`src/rtl/wiper_pkg.sv`:
```
`timescale 1ns/1ps
package wiper_pkg;
  typedef enum logic [2:0] {
    SRC_NONE   = 3'd0,
    SRC_RECALL = 3'd1,
    SRC_WRITE  = 3'd2,
    SRC_XFER   = 3'd3,
    SRC_STEP   = 3'd4
  } load_src_e;
endpackage

```
`src/rtl/wiper_step.sv`:
```
`timescale 1ns/1ps
module wiper_step #(
  parameter int unsigned W = 8
) (
  input  logic [W-1:0] pos_i,
  input  logic         up_i,
  output logic [W-1:0] val_o
);
  localparam logic [W-1:0] POS_MAX = {W{1'b1}};
  localparam logic [W-1:0] POS_MIN = '0;

  // saturate at both ends of the array
  always_comb begin
    if (up_i) val_o = (pos_i == POS_MAX) ? pos_i : pos_i + W'(1);
    else      val_o = (pos_i == POS_MIN) ? pos_i : pos_i - W'(1);
  end
endmodule

```
`src/rtl/wiper_src_arb.sv`:
```
`timescale 1ns/1ps
module wiper_src_arb
  import wiper_pkg::*;
#(
  parameter int unsigned W    = 8,
  parameter int unsigned NDR  = 4,
  parameter int unsigned SELW = (NDR > 1) ? $clog2(NDR) : 1
) (
  input  logic [NDR*W-1:0] bank_i,
  input  logic             recall_i,
  input  logic             wr_en_i,
  input  logic [W-1:0]     wr_data_i,
  input  logic             xfer_en_i,
  input  logic [SELW-1:0]  xfer_sel_i,
  input  logic             step_en_i,
  input  logic [W-1:0]     step_val_i,
  output logic             load_o,
  output logic [W-1:0]     next_o,
  output load_src_e        src_o
);
  logic [W-1:0] xfer_val;
  assign xfer_val = bank_i[xfer_sel_i*W +: W];

  // fixed priority: recall, write, transfer, step
  always_comb begin
    src_o  = SRC_NONE;
    next_o = '0;
    if (recall_i) begin
      src_o  = SRC_RECALL;
      next_o = bank_i[W-1:0];
    end else if (wr_en_i) begin
      src_o  = SRC_WRITE;
      next_o = wr_data_i;
    end else if (xfer_en_i) begin
      src_o  = SRC_XFER;
      next_o = xfer_val;
    end else if (step_en_i) begin
      src_o  = SRC_STEP;
      next_o = step_val_i;
    end
  end

  assign load_o = (src_o != SRC_NONE);
endmodule

```
`src/rtl/wiper_settle_timer.sv`:
```
`timescale 1ns/1ps
module wiper_settle_timer #(
  parameter int unsigned DLY = 1000
) (
  input  logic clk_i,
  input  logic rst_ni,
  input  logic load_i,
  output logic fire_o
);
  localparam int unsigned CW = $clog2(DLY + 1);

  logic [CW-1:0] cnt_q;
  logic          busy_q;

  // a fresh load restarts the count and suppresses the pending fire
  assign fire_o = busy_q && (cnt_q == CW'(1)) && !load_i;

  always_ff @(posedge clk_i or negedge rst_ni) begin
    if (!rst_ni) begin
      cnt_q  <= '0;
      busy_q <= 1'b0;
    end else if (load_i) begin
      cnt_q  <= CW'(DLY);
      busy_q <= 1'b1;
    end else if (busy_q) begin
      if (cnt_q == CW'(1)) begin
        cnt_q  <= '0;
        busy_q <= 1'b0;
      end else begin
        cnt_q <= cnt_q - CW'(1);
      end
    end
  end

  assert_cnt_range_R8: assert property (@(posedge clk_i) disable iff (!rst_ni)
    busy_q |-> (cnt_q != '0 && cnt_q <= CW'(DLY)));

  assert_fire_single_R8: assert property (@(posedge clk_i) disable iff (!rst_ni)
    fire_o |=> !fire_o);
endmodule

```
`src/rtl/wiper_tap_decode.sv`:
```
`timescale 1ns/1ps
module wiper_tap_decode #(
  parameter int unsigned W = 8,
  parameter int unsigned N = 1 << W
) (
  input  logic [W-1:0] pos_i,
  output logic [N-1:0] tap_o
);
  for (genvar i = 0; i < N; i++) begin : g_tap
    assign tap_o[i] = (pos_i == W'(i));
  end
endmodule

```
`src/rtl/wiper_pos_reg.sv`:
```
`timescale 1ns/1ps
module wiper_pos_reg
  import wiper_pkg::*;
#(
  parameter int unsigned W        = 8,
  parameter int unsigned NDR      = 4,
  parameter int unsigned RESP_DLY = 1000,
  localparam int unsigned N       = 1 << W,
  localparam int unsigned SELW    = (NDR > 1) ? $clog2(NDR) : 1
) (
  input  logic             clk_i,
  input  logic             rst_ni,
  input  logic [NDR*W-1:0] bank_i,
  input  logic             wr_en_i,
  input  logic [W-1:0]     wr_data_i,
  input  logic             xfer_en_i,
  input  logic [SELW-1:0]  xfer_sel_i,
  input  logic             step_en_i,
  input  logic             step_up_i,
  output logic [W-1:0]     pos_o,
  output logic [N-1:0]     tap_o,
  output logic             settle_o
);
  localparam logic [W-1:0] POS_MAX = {W{1'b1}};

  logic [W-1:0] pos_q;
  logic         recall_q;
  logic [N-1:0] tap_q;
  logic         settle_q;

  logic [W-1:0] step_val;
  logic         load;
  logic [W-1:0] next_pos;
  load_src_e    src;
  logic [N-1:0] tap_dec;
  logic         fire;

  wiper_step #(.W(W)) u_step (
    .pos_i (pos_q),
    .up_i  (step_up_i),
    .val_o (step_val)
  );

  wiper_src_arb #(.W(W), .NDR(NDR), .SELW(SELW)) u_arb (
    .bank_i     (bank_i),
    .recall_i   (recall_q),
    .wr_en_i    (wr_en_i),
    .wr_data_i  (wr_data_i),
    .xfer_en_i  (xfer_en_i),
    .xfer_sel_i (xfer_sel_i),
    .step_en_i  (step_en_i),
    .step_val_i (step_val),
    .load_o     (load),
    .next_o     (next_pos),
    .src_o      (src)
  );

  wiper_settle_timer #(.DLY(RESP_DLY)) u_timer (
    .clk_i  (clk_i),
    .rst_ni (rst_ni),
    .load_i (load),
    .fire_o (fire)
  );

  wiper_tap_decode #(.W(W), .N(N)) u_dec (
    .pos_i (pos_q),
    .tap_o (tap_dec)
  );

  // recall pending from reset until the first edge after release
  always_ff @(posedge clk_i or negedge rst_ni) begin
    if (!rst_ni) recall_q <= 1'b1;
    else         recall_q <= 1'b0;
  end

  always_ff @(posedge clk_i or negedge rst_ni) begin
    if (!rst_ni)   pos_q <= '0;
    else if (load) pos_q <= next_pos;
  end

  always_ff @(posedge clk_i or negedge rst_ni) begin
    if (!rst_ni) begin
      tap_q    <= N'(1);
      settle_q <= 1'b0;
    end else begin
      settle_q <= fire;
      if (fire) tap_q <= tap_dec;
    end
  end

  assign pos_o    = pos_q;
  assign tap_o    = tap_q;
  assign settle_o = settle_q;

  assert_tap_onehot_R1: assert property (@(posedge clk_i) disable iff (!rst_ni)
    $countones(tap_o) == 1);

  assert_recall_first_R2: assert property (@(posedge clk_i) disable iff (!rst_ni)
    $fell(recall_q) |-> pos_o == $past(bank_i[W-1:0]));

  assert_recall_src_R2: assert property (@(posedge clk_i) disable iff (!rst_ni)
    recall_q |-> src == SRC_RECALL);

  assert_write_load_R3: assert property (@(posedge clk_i) disable iff (!rst_ni)
    (wr_en_i && !recall_q) |=> pos_o == $past(wr_data_i));

  assert_sat_high_R6: assert property (@(posedge clk_i) disable iff (!rst_ni)
    (step_en_i && step_up_i && pos_o == POS_MAX && !recall_q && !wr_en_i && !xfer_en_i)
    |=> pos_o == POS_MAX);

  assert_sat_low_R6: assert property (@(posedge clk_i) disable iff (!rst_ni)
    (step_en_i && !step_up_i && pos_o == '0 && !recall_q && !wr_en_i && !xfer_en_i)
    |=> pos_o == '0);

  assert_settle_match_R8: assert property (@(posedge clk_i) disable iff (!rst_ni)
    settle_o |-> tap_o[pos_o]);

  assert_tap_hold_R8: assert property (@(posedge clk_i) disable iff (!rst_ni)
    !settle_o |-> $stable(tap_o));
endmodule

```
`config.mk`:
```
export PLATFORM = sky130hd
export DESIGN_NAME = wiper_pos_reg
export DESIGN_NICKNAME = d
export VERILOG_FILES = /design/src/rtl/wiper_pkg.sv /design/src/rtl/wiper_step.sv /design/src/rtl/wiper_src_arb.sv /design/src/rtl/wiper_settle_timer.sv /design/src/rtl/wiper_tap_decode.sv /design/src/rtl/wiper_pos_reg.sv
export SDC_FILE = /design/constraint.sdc
export NUM_CORES = 1
export LEC_CHECK = 0
export ABC_AREA = 0
export BUFFER_PORTS_ARGS = -buffer_cell sky130_fd_sc_hd__buf_2
export CAP_MARGIN = 5
export CORE_ASPECT_RATIO = 1.25
export CORE_UTILIZATION = 56
export CTS_CLUSTER_DIAMETER = 60
export DETAILED_ROUTE_END_ITERATION = 16
export PLACE_DENSITY = 0.83
export REMOVE_ABC_BUFFERS = 1
export SLEW_MARGIN = 20
export SYNTH_ARGS = -nofsm -noshare
export SYNTH_HDL_FRONTEND = slang
export SYNTH_HIERARCHICAL = 1
export SYNTH_SLANG_ARGS = --single-unit
```
`constraint.sdc`:
```
create_clock -name clk_i -period 4.1 [get_ports clk_i]
set_clock_uncertainty 0.1 [all_clocks]
set_input_delay 1.23 -clock clk_i [delete_from_list [all_inputs] [get_ports clk_i]]
set_output_delay 1.23 -clock clk_i [all_outputs]
set_load 0.01 [all_outputs]
```
==> run_results.csv <==
group,metric,value,unit
pwr,power_density,365,mW/mm^2
critical_path,timing.critical_path.fanout_max,27,
critical_path,crit_path_dat,1.72,ns
route,via_count,9679,
critical_path,reg2reg_depth,8,
critical_path,worst_r2r_endpoint,"pos_o[1]",
pwr,power.switching,1.36,mW
final_layout,area_delta_synth_final,17.7,%
worst_hold_path,min-delay-path-class,"reg2reg",
placement,place_congestion,0.888,
final_layout,fin_util,67.5,%
route,detailedRoute.firstIterationViolations,573,
floorplanning,die_area,0.0243,mm^2
floorplanning,num_rows,62,
critical_path,worstPathBufferInverterCount,1,
global_routing,overflow,0,
worst_hold_path,hold_path.startpoint,"tap_o[231]",
critical_path,setup.worst_path.end_class,"output port",
clock_network,insertion_delay,0.53,ns
floorplanning,dieHeight,174,um
floorplanning,io_pins,313,
worst_hold_path,worstHoldEndpoint,"tap_o[231]",
pwr,power_frac_clock,44.1,%
placement,placement.io_buffers,312,
placement,dp_hpwl,23.1,mm
placement,dpl_cell_area,0.0147,mm^2
final_layout,postLayoutCellArea,0.0156,mm^2
critical_path,worst-setup-path-type,"reg2out",
global_routing,vias_in_the_first_global_route,9662,
critical_path,cp-startpoint,"pos_o[3]",
timing,timing_worst_slew_pin_value,1.06,ns
critical_path,critPathLaunchType,"register",
global_routing,largest_net_degree_at_the_start_of_global_routing,90,
clock_network,cts_resized,0,
clock_network,h-tree-depth,1,
timing,setup_viol_count_final,0,
timing,layout_worst_path_cycle_share,74.3,%
critical_path,cp_slowest_stage_delay,0.91,ns
pwr,ir_drop,0.324,mV
timing,fmax,328,MHz
pwr,switching_share,23.9,%
floorplanning,starting_density_of_the_core,57.3,%
timing,max-slew-margin-rel,28.9,%
final_layout,layout_cells_sized_above_1,49.6,%
critical_path,path_cells,"buf_2",
synthesis,postSynthAreaPerCell,12.0,um^2
route,routedWlPerCell,20.7,um
pwr,combPwrFrac,6.7,%
synthesis,synth-warning-count,6,
clock_network,cts_hold_buffers,0,
flow_run,maxCapViolations,0,
floorplanning,dieWidth,140,um
critical_path,required,2.77,ns
critical_path,regToRegSetupSlack,1.06,ns
critical_path,reg2reg_from,"pos_o[1]",
clock_network,clock_tree_from_tritoncts,"done",
synthesis,netlist_instances,1101,
synthesis,mappedNetlistArea,0.0133,mm^2
critical_path,critical-path-slowest-cell,"dfrtp_1",
timing,hold_violation_total_from_the_final_report,0,
timing,grt_setup_unrepaired,"no",
timing,worst_slack_on_hold_paths,0.399,ns
clock_network,cts_made_buffers,28,
clock_network,cts_max_path_buffers,3,
final_layout,nets,1415,
pwr,p_total,5.69,mW
timing,setup-tns-final,0,ns
timing,timing.final.max_slew_violations,0,
clock_network,clk_pin_slew_worst_paths,0.06,ns
final_layout,insertedDiodeCount,0,
pwr,power.share.sequential,49.2,%
route,drt_first_pass_iters,5,
global_routing,number_of_antenna_violations_at_the_first_check_in_global_routing,0,
pwr,internal-power,4.33,mW
global_routing,wire_length_of_the_first_global_routing_pass,54.1,mm
route,routed_via_density,5.81,
critical_path,crit_family,"flip-flops",
route,drt_wl_total,34.5,mm
timing,layout_min_cycle_time,3.05,ns
clock_network,post_cts_buffers,0,
worst_hold_path,worstHoldPathCells,1,
clock_network,root_buffer,"clkbuf_16",
global_routing,groute.usage.overall,28.3,%
route,drc_markers,0,
pwr,cellLeakagePower,8.09,nW
status,outcome,"finished clean",
route,ant_nets,0,
clock_network,cts_num_sinks,277,
floorplanning,core_footprint,0.0231,mm^2
metal layers:
layer / vias to the layer above / GRT usage [%] / part of all wire, %
met1: 4870 / 35.0 / 38
met2: 400 / 48.4 / 51
met5: - / 0 / 0
met4: 0 / 13.5 / 4.8
li1: 4318 / - / -
met3: 91 / 4.74 / 6.5
power groups by stage:
stage | registers (mW) | clock network, mW | logic, mW
3_3_place_gp | 2.85 | 0 | 0.370
5_1_grt | 2.80 | 2.65 | 0.413
4_1_cts | 2.80 | 2.55 | 0.379
6_report | 2.80 | 2.51 | 0.379
2_1_floorplan | 2.84 | 0 | 0.178
3_5_place_dp | 2.85 | 0 | 0.378
layout by cell type, fill, tap and decap left out, types with 9 or more instances in the layout:
cell type,n
a221oi_1,9
inv_1,9
nor2_4,10
nand4bb_1,12
mux2_2,264
mux2i_1,18
a21oi_1,13
buf_2,311
nor2_2,12
nor2_1,246
nor3_1,9
dfrtp_1,275
clkbuf_16,29
buf_4,14
per-stage QoR:
stage	setup slack [ns]	instances
floorplan	-24.59	997
global placement	0.788	1619
detailed placement	0.747	1619
CTS	1.07	1666
global route	0.891	1667
finish	1.05	1667
registers in the layout (all words and copies together) (netlist names):
name            cells
u_timer/busy_q      1
pos_o               8
u_timer/cnt_q      10
recall_q            1
tap_o             256
settle_o            1
worst max path at each step:
stage / end / slack [ns] / cells past startpoint
6_report: pos_o[3] / 1.05 / 1
4_1_cts: pos_o[0] / 1.07 / 8
3_3_place_gp: tap_o[207] / 0.79 / 7
3_5_place_dp: tap_o[207] / 0.75 / 7
5_1_grt: pos_o[0] / 0.89 / 8
2_1_floorplan: tap_o[0] / -24.59 / 4
layout make-up:
cell class / instances / area [um^2]
Clock inverter: 8 / 71.3
Fill cell: 1728 / 7510
Inverter: 9 / 33.8
Sequential cell: 277 / 6930
Clock buffer: 39 / 833
Tap cell: 288 / 360
Timing Repair Buffer: 335 / 1850
Multi-Input combinational cell: 711 / 5520
No activity file was read; power rests on OpenSTA's default activity.
